--- config.mk ---
export PLATFORM = sky130hd
export DESIGN_NAME = h2c_dsc_classifier
export DESIGN_NICKNAME = d
export VERILOG_FILES = /design/src/rtl/dsc_pkg.sv /design/src/rtl/dsc_rule_check.sv /design/src/rtl/dsc_ctx_table.sv /design/src/rtl/dsc_act_reg.sv /design/src/rtl/h2c_dsc_classifier.sv
export SDC_FILE = /design/constraint.sdc
export NUM_CORES = 1
export LEC_CHECK = 0
export BUFFER_PORTS_ARGS = -buffer_cell sky130_fd_sc_hd__clkbuf_2
export CAP_MARGIN = 20
export CELL_PAD_IN_SITES_DETAIL_PLACEMENT = 1
export CELL_PAD_IN_SITES_GLOBAL_PLACEMENT = 2
export CORE_MARGIN = 5
export CORE_UTILIZATION = 26
export CTS_BUF_LIST = sky130_fd_sc_hd__clkbuf_2
export DETAILED_ROUTE_END_ITERATION = 12
export MAX_ROUTING_LAYER = met4
export PLACE_DENSITY_LB_ADDON = 0.1
export SLEW_MARGIN = 20
export SYNTH_ARGS = -nofsm -noshare
export SYNTH_HDL_FRONTEND = slang
export SYNTH_SLANG_ARGS = --single-unit
--- constraint.sdc ---
create_clock -name clk -period 2.7 [get_ports clk]
set_input_delay 0.405 -clock clk [delete_from_list [all_inputs] [get_ports clk]]
set_output_delay 0.405 -clock clk [all_outputs]
set_load 0.1 [all_outputs]
--- src/rtl/dsc_pkg.sv ---
package dsc_pkg;

    parameter int ADDR_W = 64;
    parameter int LEN_W  = 16;
    parameter int QID_W  = 11;
    parameter int FN_W   = 8;
    parameter int CIDX_W = 16;
    parameter int PORT_W = 3;

    typedef struct packed {
        logic [ADDR_W-1:0] addr;
        logic [LEN_W-1:0]  len;
        logic              sop;
        logic              eop;
        logic              sdi;
        logic              mrkr;
        logic              nodata;
        logic              err;
        logic [QID_W-1:0]  qid;
        logic [FN_W-1:0]   func;
        logic [CIDX_W-1:0] cidx;
        logic [PORT_W-1:0] port;
    } dsc_t;

    typedef struct packed {
        logic              rd;
        logic              wb;
        logic              irq;
        logic              mrkr;
        logic              err;
        logic              bad;
        logic [ADDR_W-1:0] addr;
        logic [LEN_W-1:0]  len;
        logic [QID_W-1:0]  qid;
        logic [FN_W-1:0]   func;
        logic [PORT_W-1:0] port;
        logic [CIDX_W-1:0] cidx;
    } act_t;

    typedef enum logic [1:0] {
        CLS_NOP,
        CLS_RUN,
        CLS_ERR,
        CLS_BAD
    } cls_e;

    // Flag combinations that are legal regardless of queue state.
    function automatic logic flags_ok(dsc_t d);
        logic ok;
        ok = 1'b1;
        if ((d.sdi || d.mrkr) && !d.eop) ok = 1'b0;
        if (d.nodata && !(d.sop && d.eop)) ok = 1'b0;
        return ok;
    endfunction

    function automatic logic is_nop(dsc_t d);
        return d.nodata && !d.sdi && !d.mrkr;
    endfunction

endpackage

--- src/rtl/dsc_rule_check.sv ---
module dsc_rule_check
    import dsc_pkg::*;
(
    input  dsc_t d,
    input  logic in_pkt,
    output logic bad
);
    logic frame_bad;

    always_comb begin
        frame_bad = (d.sop && in_pkt) || (!d.sop && !in_pkt);
        bad = frame_bad || !flags_ok(d);
    end
endmodule

--- src/rtl/dsc_ctx_table.sv ---
module dsc_ctx_table #(
    parameter int NQ = 16,
    localparam int QW = (NQ > 1) ? $clog2(NQ) : 1
) (
    input  logic          clk,
    input  logic          rst,
    input  logic          upd_en,
    input  logic [QW-1:0] upd_idx,
    input  logic          upd_err,
    input  logic          upd_inpkt,
    input  logic          upd_disarm,
    input  logic          arm_en,
    input  logic [QW-1:0] arm_idx,
    input  logic [QW-1:0] rd_idx,
    output logic          rd_err,
    output logic          rd_armed,
    output logic          rd_inpkt
);
    logic [NQ-1:0] err_v;
    logic [NQ-1:0] arm_v;
    logic [NQ-1:0] pkt_v;

    for (genvar q = 0; q < NQ; q++) begin : g_q
        logic hit_u;
        logic hit_a;
        assign hit_u = upd_en && (upd_idx == QW'(q));
        assign hit_a = arm_en && (arm_idx == QW'(q));

        always_ff @(posedge clk) begin
            if (rst) begin
                err_v[q] <= 1'b0;
                arm_v[q] <= 1'b0;
                pkt_v[q] <= 1'b0;
            end else begin
                if (hit_u) begin
                    if (upd_err)    err_v[q] <= 1'b1;
                    if (upd_disarm) arm_v[q] <= 1'b0;
                    pkt_v[q] <= upd_inpkt;
                end
                // Arming after the disarm lets a same-cycle arm win.
                if (hit_a) arm_v[q] <= 1'b1;
            end
        end
    end

    assign rd_err   = err_v[rd_idx];
    assign rd_armed = arm_v[rd_idx];
    assign rd_inpkt = pkt_v[rd_idx];
endmodule

--- src/rtl/dsc_act_reg.sv ---
module dsc_act_reg
    import dsc_pkg::*;
(
    input  logic clk,
    input  logic rst,
    input  logic load,
    input  act_t d,
    input  logic take,
    output logic valid,
    output act_t q
);
    always_ff @(posedge clk) begin
        if (rst) begin
            valid <= 1'b0;
            q     <= '0;
        end else if (load) begin
            valid <= 1'b1;
            q     <= d;
        end else if (take) begin
            valid <= 1'b0;
        end
    end
endmodule

--- src/rtl/h2c_dsc_classifier.sv ---
module h2c_dsc_classifier
    import dsc_pkg::*;
#(
    parameter int NQ = 16
) (
    input  logic              clk,
    input  logic              rst,
    input  logic              in_valid,
    output logic              in_ready,
    input  logic [ADDR_W-1:0] in_addr,
    input  logic [LEN_W-1:0]  in_len,
    input  logic              in_sop,
    input  logic              in_eop,
    input  logic              in_sdi,
    input  logic              in_mrkr,
    input  logic              in_nodata,
    input  logic              in_err,
    input  logic [QID_W-1:0]  in_qid,
    input  logic [FN_W-1:0]   in_func,
    input  logic [CIDX_W-1:0] in_cidx,
    input  logic [PORT_W-1:0] in_port,
    input  logic              arm_valid,
    input  logic [QID_W-1:0]  arm_qid,
    input  logic [NQ-1:0]     irq_en,
    output logic              act_valid,
    input  logic              act_ready,
    output logic              act_rd,
    output logic              act_wb,
    output logic              act_irq,
    output logic              act_mrkr,
    output logic              act_err,
    output logic              act_bad,
    output logic [ADDR_W-1:0] act_addr,
    output logic [LEN_W-1:0]  act_len,
    output logic [QID_W-1:0]  act_qid,
    output logic [FN_W-1:0]   act_func,
    output logic [PORT_W-1:0] act_port,
    output logic [CIDX_W-1:0] act_cidx
);
    localparam int QW = (NQ > 1) ? $clog2(NQ) : 1;

    dsc_t          dsc;
    act_t          nxt;
    act_t          cur;
    cls_e          cls;
    logic          acc;
    logic          q_ok;
    logic          a_ok;
    logic [QW-1:0] idx;
    logic [QW-1:0] a_idx;
    logic          c_err, c_armed, c_inpkt;
    logic          rule_bad;
    logic          upd_err, upd_inpkt;

    assign dsc = '{addr: in_addr, len: in_len, sop: in_sop, eop: in_eop,
                   sdi: in_sdi, mrkr: in_mrkr, nodata: in_nodata, err: in_err,
                   qid: in_qid, func: in_func, cidx: in_cidx, port: in_port};

    assign in_ready = !act_valid;
    assign acc      = in_valid && in_ready;
    assign q_ok     = in_qid < QID_W'(NQ);
    assign a_ok     = arm_qid < QID_W'(NQ);
    assign idx      = in_qid[QW-1:0];
    assign a_idx    = arm_qid[QW-1:0];

    dsc_rule_check u_rule (
        .d      (dsc),
        .in_pkt (c_inpkt),
        .bad    (rule_bad)
    );

    always_comb begin
        if (!q_ok)                    cls = CLS_BAD;
        else if (in_err || c_err)     cls = CLS_ERR;
        else if (rule_bad)            cls = CLS_BAD;
        else if (is_nop(dsc))         cls = CLS_NOP;
        else                          cls = CLS_RUN;
    end

    always_comb begin
        nxt      = '0;
        nxt.qid  = in_qid;
        nxt.func = in_func;
        nxt.port = in_port;
        nxt.cidx = in_cidx;
        case (cls)
            CLS_RUN: begin
                nxt.rd   = !in_nodata;
                nxt.addr = in_nodata ? '0 : in_addr;
                nxt.len  = in_nodata ? '0 : in_len;
                nxt.wb   = in_sdi;
                nxt.irq  = in_sdi && irq_en[idx] && c_armed;
                nxt.mrkr = in_mrkr;
            end
            CLS_ERR: nxt.err = 1'b1;
            CLS_BAD: begin
                nxt.err = 1'b1;
                nxt.bad = 1'b1;
            end
            default: ;
        endcase
    end

    assign upd_err   = (cls == CLS_ERR) || (cls == CLS_BAD);
    assign upd_inpkt = upd_err ? c_inpkt : !in_eop;

    dsc_ctx_table #(.NQ(NQ)) u_ctx (
        .clk        (clk),
        .rst        (rst),
        .upd_en     (acc && q_ok),
        .upd_idx    (idx),
        .upd_err    (upd_err),
        .upd_inpkt  (upd_inpkt),
        .upd_disarm (nxt.irq),
        .arm_en     (arm_valid && a_ok),
        .arm_idx    (a_idx),
        .rd_idx     (idx),
        .rd_err     (c_err),
        .rd_armed   (c_armed),
        .rd_inpkt   (c_inpkt)
    );

    dsc_act_reg u_out (
        .clk   (clk),
        .rst   (rst),
        .load  (acc && (cls != CLS_NOP)),
        .d     (nxt),
        .take  (act_ready),
        .valid (act_valid),
        .q     (cur)
    );

    assign act_rd   = cur.rd;
    assign act_wb   = cur.wb;
    assign act_irq  = cur.irq;
    assign act_mrkr = cur.mrkr;
    assign act_err  = cur.err;
    assign act_bad  = cur.bad;
    assign act_addr = cur.addr;
    assign act_len  = cur.len;
    assign act_qid  = cur.qid;
    assign act_func = cur.func;
    assign act_port = cur.port;
    assign act_cidx = cur.cidx;
endmodule

Yosys cells after proc, flatten, opt, wreduce, memory -nomap -nowiden
Cells that the tools add are included.
{ "word_totals": {"output_inout_bits": 126, "regBits": 173, "rom_bits": 0, "latchBits": 0, "word_cells": 281, "memories": 0, "mem_bits_rw": 0} }
{ "op_classes": {"mux": 56, "order_cmp": 3, "n_div": 0, "n_eq_ne": 33, "bitwise_logic": 0, "shifts": 0, "n_reduce_logical": 128, "mul": 0, "n_addsub": 0} }
{ "op_table": {"columns": ["operator", "count"], "rows": [
  ["$mux 80", 1],
  ["$reduce_bool 2->1", 34],
  ["$eq 4x4->1 const B", 16],
  ["$mux 64", 1],
  ["$reduce_and 2->1", 32],
  ["$logic_and 1x1->1", 45],
  ["$mux 1", 45],
  ["$eq 4x3->1 const B", 8],
  ["$lt 11x5->1 const B", 2],
  ["$bmux 1 s4", 4],
  ["$eq 4x2->1 const B", 4],
  ["$mux 16", 1],
  ["$logic_not 1->1", 9],
  ["$eq 4x1->1 const B", 2],
  ["$logic_not 4->1", 2],
  ["$mux 2", 3],
  ["$logic_or 1x1->1", 5],
  ["$lt 4x5->1 const B", 1],
  ["$eq 2x2->1 const B", 2],
  ["$mux 4", 1],
  ["$eq 2x1->1 const B", 1],
  ["$reduce_or 2->1", 1]
]} }

Logic depth before layout (Yosys ltp)
{ "depth": {"word_depth": 14, "depth_mapped": 10} }

Cells and area by module
A second synthesis with hierarchy kept.
{ "unflattened": {"hier_cells": 791, "hier_area_um2": 7663.6} }
{ "modules_own_cells": {"columns": ["module", "instances", "area_each_um2", "cells_each", "seq_area_each_um2"], "rows": [
  ["dsc_act_reg", 1, 4410.5, 404, 2502.4],
  ["dsc_ctx_table", 1, 2349.8, 257, 960.9],
  ["h2c_dsc_classifier", 1, 863.3, 124, 0.0],
  ["dsc_rule_check", 1, 40.0, 6, 0.0]
]} }

Worst setup path after synthesis
Ideal clock, no wire load.
{ "synth_timing": {"path_kind": "register to register", "start": "reg u_out.valid", "end": "reg u_out.q[100] in the netlist's numbering", "arrival_time_ns": 2.704, "stages_incl_launch_ff": 6, "period_less_slack_ns": 2.766, "path_slack_ns": -0.066, "cell_sequence": "dfxtp_1 inv_1 nand2_1 nor4_4 buf_6 a22o_1"} }
{ "synth_between": {"elab_chain_len": 3} }
{ "synth_lines": {"columns": ["item", "line_no", "text"], "rows": [
  ["start, declared", "dsc_act_reg.sv:9", "output logic valid,"],
  ["start signal, assigned", "dsc_act_reg.sv:14", "valid <= 1'b0;"],
  ["start signal, assigned", "dsc_act_reg.sv:17", "valid <= 1'b1;"],
  ["start signal, assigned", "dsc_act_reg.sv:20", "valid <= 1'b0;"],
  ["$logic_not 1->1", "h2c_dsc_classifier.sv:59", "assign in_ready = !act_valid;"],
  ["net in_ready", "h2c_dsc_classifier.sv:9", "output logic in_ready,"],
  ["$logic_and 1x1->1", "h2c_dsc_classifier.sv:60", "assign acc = in_valid && in_ready;"],
  ["$logic_and 1x1->1", "h2c_dsc_classifier.sv:126", ".load (acc && (cls != CLS_NOP)),"],
  ["end signal, assigned", "dsc_act_reg.sv:15", "q <= '0;"],
  ["end signal, assigned", "dsc_act_reg.sv:18", "q <= d;"],
  ["end, declared", "dsc_act_reg.sv:10", "output act_t q"]
]} }
The timed path passes the listed nets, and every way through them passes these cells.
A chain may end at the register's enable or synchronous reset.

Worst setup path after layout
{ "layout_timing": {"start": "in in_qid[6]", "end": "reg u_out.q[46] in the netlist's numbering"} }
{ "layout_between": {"elab_chain_len": 4} }
{ "layout_lines": {"columns": ["item", "line_no", "text"], "rows": [
  ["start, declared", "h2c_dsc_classifier.sv:18", "input logic [QID_W-1:0] in_qid,"],
  ["$lt 11x5->1 (*)", "h2c_dsc_classifier.sv:61", "assign q_ok = in_qid < QID_W'(NQ);"],
  ["$mux 2 (*)", "h2c_dsc_classifier.sv:73", "if (!q_ok) cls = CLS_BAD;"],
  ["$eq 2x1->1 or $reduce_bool 2->1 (tied branches)", "h2c_dsc_classifier.sv:86, h2c_dsc_classifier.sv:126", null],
  ["$mux 80 or $logic_and 1x1->1 (tied branches)", "h2c_dsc_classifier.sv:86, h2c_dsc_classifier.sv:126", null]
]} }
Every way passes the cells marked *; elsewhere a longest branch is shown, timed or not.

==> results.toml <==
[job]
drv_cap = 0

[timing]
maxSlewViolCount = 0
finClkSkew_ps = 71.5
fin_crit_ps = 2620
fin_ws_ps = 76.8
finalSetupViolations = 0
hold_violations = 0
fmax_ghz = 0.381
period_share_pct = 97.2
tns_ps = 0
rsz0062_at_grt = "no"
tightestPinTransition_ps = 845
slew_headroom_pct = 43.7

[cells_and_area]
syn_to_final_growth_pct = 54.6
multi_input_area_um2 = 3000
fin_area_um2 = 10500
post-route-util_pct = 40.6
seqCellArea_um2 = 3460
nFillCells = 3002
layout-drive-gt1-share_pct = 37.2
nets = 1269

[die]
die_h_um = 171
start_util_pct = 26.2
core_um2 = 25800
die-area_um2 = 29400
std_cell_rows = 59
io_pins = 282
die-width_um = 171

[synthesis]
ys_warn_count = 0
synth_cells = 679
yosysUniqueCellTypes = 49
syn_avg_cell_area_um2 = 9.98
synth_nets = 835
yosysTopAreaCellShare_pct = 51.1
synth.area.top_cells = "dfxtp_1, a22o_1, a21oi_1"
synth_edf_count = 0
syn-cell-area_um2 = 6780
synth_seq_cells = 173
yosysTopAreaCell = "dfxtp_1"
async_reset_ff_share_pct = 0
ys.flop_type = "dfxtp_1"
ys_seq_area_share_pct = 51.1

[place]
placed_cell_area_um2 = 8950
place_congestion = 0.780
hpwl_mm = 19.5
port_buffers = 281
dpl_worst_slack_ps = -446

[setup_path]
path_cells = "dlygate4sd3_1 > clkbuf_2 > or4_1 > nor4_4 > buf_4 > and4_2 > o21ai_4 > nor4_4 > buf_12 > buf_4 > a22o_1"
slowest_stage = "or4_1"
slowest_delay_ps = 580
crit_type = "input port to register"
reg2reg_depth = 8
rrSetupSlack_ps = 190
cp_data_arrival_time_ps = 3340
critPathMaxFanout = 10
worstReg2RegStart = "u_ctx.pkt_v[11]$_SDFFE_PP0P_"
cp-start-kind = "input port"
crit_path_end_kind = "register"
r2r-end = "u_out.q[8]$_SDFFE_PP0P_"
crit_family = "simple AND/OR/NAND/NOR gates"
cp_data_required_time_ps = 3410
path_buf_inv = 5

[hold_path]
hold_start = "arm_qid[10]"
holdPathStages = 6
hp-class = "input port to register"
min_to = "u_ctx.arm_v[6]$_SDFFE_PP0P_"

[clocking]
cts_max_level = 4
cts-root-buf = "clkbuf_2"
cts_tree = "yes"
clk-insertion-delay-late_ps = 780
clock_path_buffers = 2
cts_made_buffers = 17
clk_pin_slew_ps = 290
numClockSinks = 173

[global_route]
grt_max_degree = 76
overflow = 0
grt_pass1_wl_mm = 41.3
grt_use_total_pct = 18.1
grt_pass1_vias = 7688
antenna_found_initial = 1

[detailed_routing]
routed_wl_mm = 27.1
postRouteAntennaNets = 0
firstDrtPassIters = 6
top_layer_used = "met4"
wl_per_cell_um = 18.5
dr_wl_met2_mm = 13.9
route.detailed.drc = 0
viasPerCell = 4.88
drtIter0Drc = 300
via_count = 7139
wl_met1_mm = 11.3
met3WireLength_mm = 1.30

[pwr]
power_per_cell_area_nw_per_um2 = 464
ir_drop_uv = 210
leakagePower_nw = 4.56

[status]
status = "complete, no violations"
[Yosys cell counts, types with 4 or more instances]
cell and number:
buf_6 10, a31oi_1 12, dfxtp_1 173, mux2i_1 7
a22o_1 80, a21oi_1 63, nand3_1 59, and4_1 6
mux4_2 12, a22oi_1 4, o211ai_1 6, o21ai_0 56
buf_1 4, nor3_1 4, buf_2 10, nor2b_1 6
nor2_1 25, clkbuf_1 41, inv_1 7, nand2_1 37
mux2_2 7, o41ai_1 14
[worst max-delay path by stage]
stage	startpoint	endpoint	depth (start not counted)
after CTS	u_ctx.err_v[9]$_SDFFE_PP0P_	u_out.q[42]$_SDFFE_PP0P_	8
final	in_qid[6]	u_out.q[46]$_SDFFE_PP0P_	11
after global routing	u_ctx.err_v[13]$_SDFFE_PP0P_	u_ctx.arm_v[0]$_SDFFE_PP0P_	8
after detailed placement	in_qid[1]	u_ctx.arm_v[0]$_SDFFE_PP0P_	10
after global placement	in_qid[1]	u_ctx.arm_v[0]$_SDFFE_PP0P_	10
after floorplan	in_qid[1]	u_out.q[100]$_SDFFE_PP0P_	9
[logic make-up (layout without fill, tap and decap cells)]
family	Yosys count	count (layout)	synth area share, %
buffers and inverters	72	518	5.28
DFF	173	173	51.1
other	0	2	0
and+or+nand+nor	156	156	11.8
muxes	29	29	6.88
AOI/OAI and AO/OA	249	249	25.0
[cells in the final DEF (no fill, tap or decap), types with 2 or more instances in the layout]
cell / n
a21oi_1: 62
a22o_1: 80
a22oi_1: 4
a31oi_1: 12
and2_1: 3
and4_1: 5
buf_12: 8
buf_4: 65
clkbuf_2: 298
clkinv_4: 3
clkinv_8: 2
clkinvlp_4: 3
dfxtp_1: 172
diode_2: 2
dlygate4sd3_1: 125
inv_1: 6
inv_6: 2
inv_8: 5
mux2_2: 7
mux2i_1: 7
mux4_2: 12
nand2_1: 37
nand2b_1: 2
nand3_1: 59
nor2_1: 25
nor2b_1: 5
nor3_1: 3
nor3b_1: 3
nor4_1: 2
nor4_4: 2
o211a_1: 2
o211ai_1: 6
o21ai_0: 56
o31ai_1: 2
o41ai_1: 13
[cell type report]
cell class / count / share of cell area (%)
Tap cell: 335 / 4.00
Clock buffer: 17 / 0.812
Multi-Input combinational cell: 434 / 28.6
Clock inverter: 14 / 1.41
Timing Repair Buffer: 480 / 31.8
Antenna cell: 2 / 0.0478
Sequential cell: 173 / 33.1
Inverter: 7 / 0.287
[state kept, by name, indices dropped and copies added (netlist names)]
name	cells
u_ctx.pkt_v	16
u_ctx.arm_v	16
u_ctx.err_v	16
u_out.q	124
u_out.valid	1
[tightest hold or removal path: stages]
cell and delay [ps]:
clkbuf_2 70, nor4_1 50, nand2_1 90, nor3b_1 100, nand2_1 70, a21oi_1 50
[per-stage QoR]
step | power [mW] | hold WS (ps) | instances
floorplan | 3.13 | 431 | 679
global placement | 3.39 | 444 | 1303
detailed placement | 3.41 | 452 | 1303
CTS | 4.93 | 4.51 | 1459
global route | 5.10 | 24.0 | 1461
finish | 4.86 | 84.8 | 1462
[where the power goes]
group | internal [mW] | switching (mW)
clock | 0.295 | 1.06
sequential | 2.60 | 0.0211
combinational | 0.316 | 0.564
total | 3.21 | 1.64
[routing by layer]
layer  up-vias  track usage (%)
li1       3418                -
met1      3478             21.5
met2       200             31.5
met3        43             2.94
met4         0             5.48
met5         -                -
[what timing repair did]
item	4_1_cts	5_1_grt
hold buffers	125	0
setup endpoints to repair	2	24
hold endpoints to repair	133	0
resized for setup	1	2
buffers inserted	0	0
pin swaps	0	1
cloned	0	1
(Power assumes the default switching activity.)
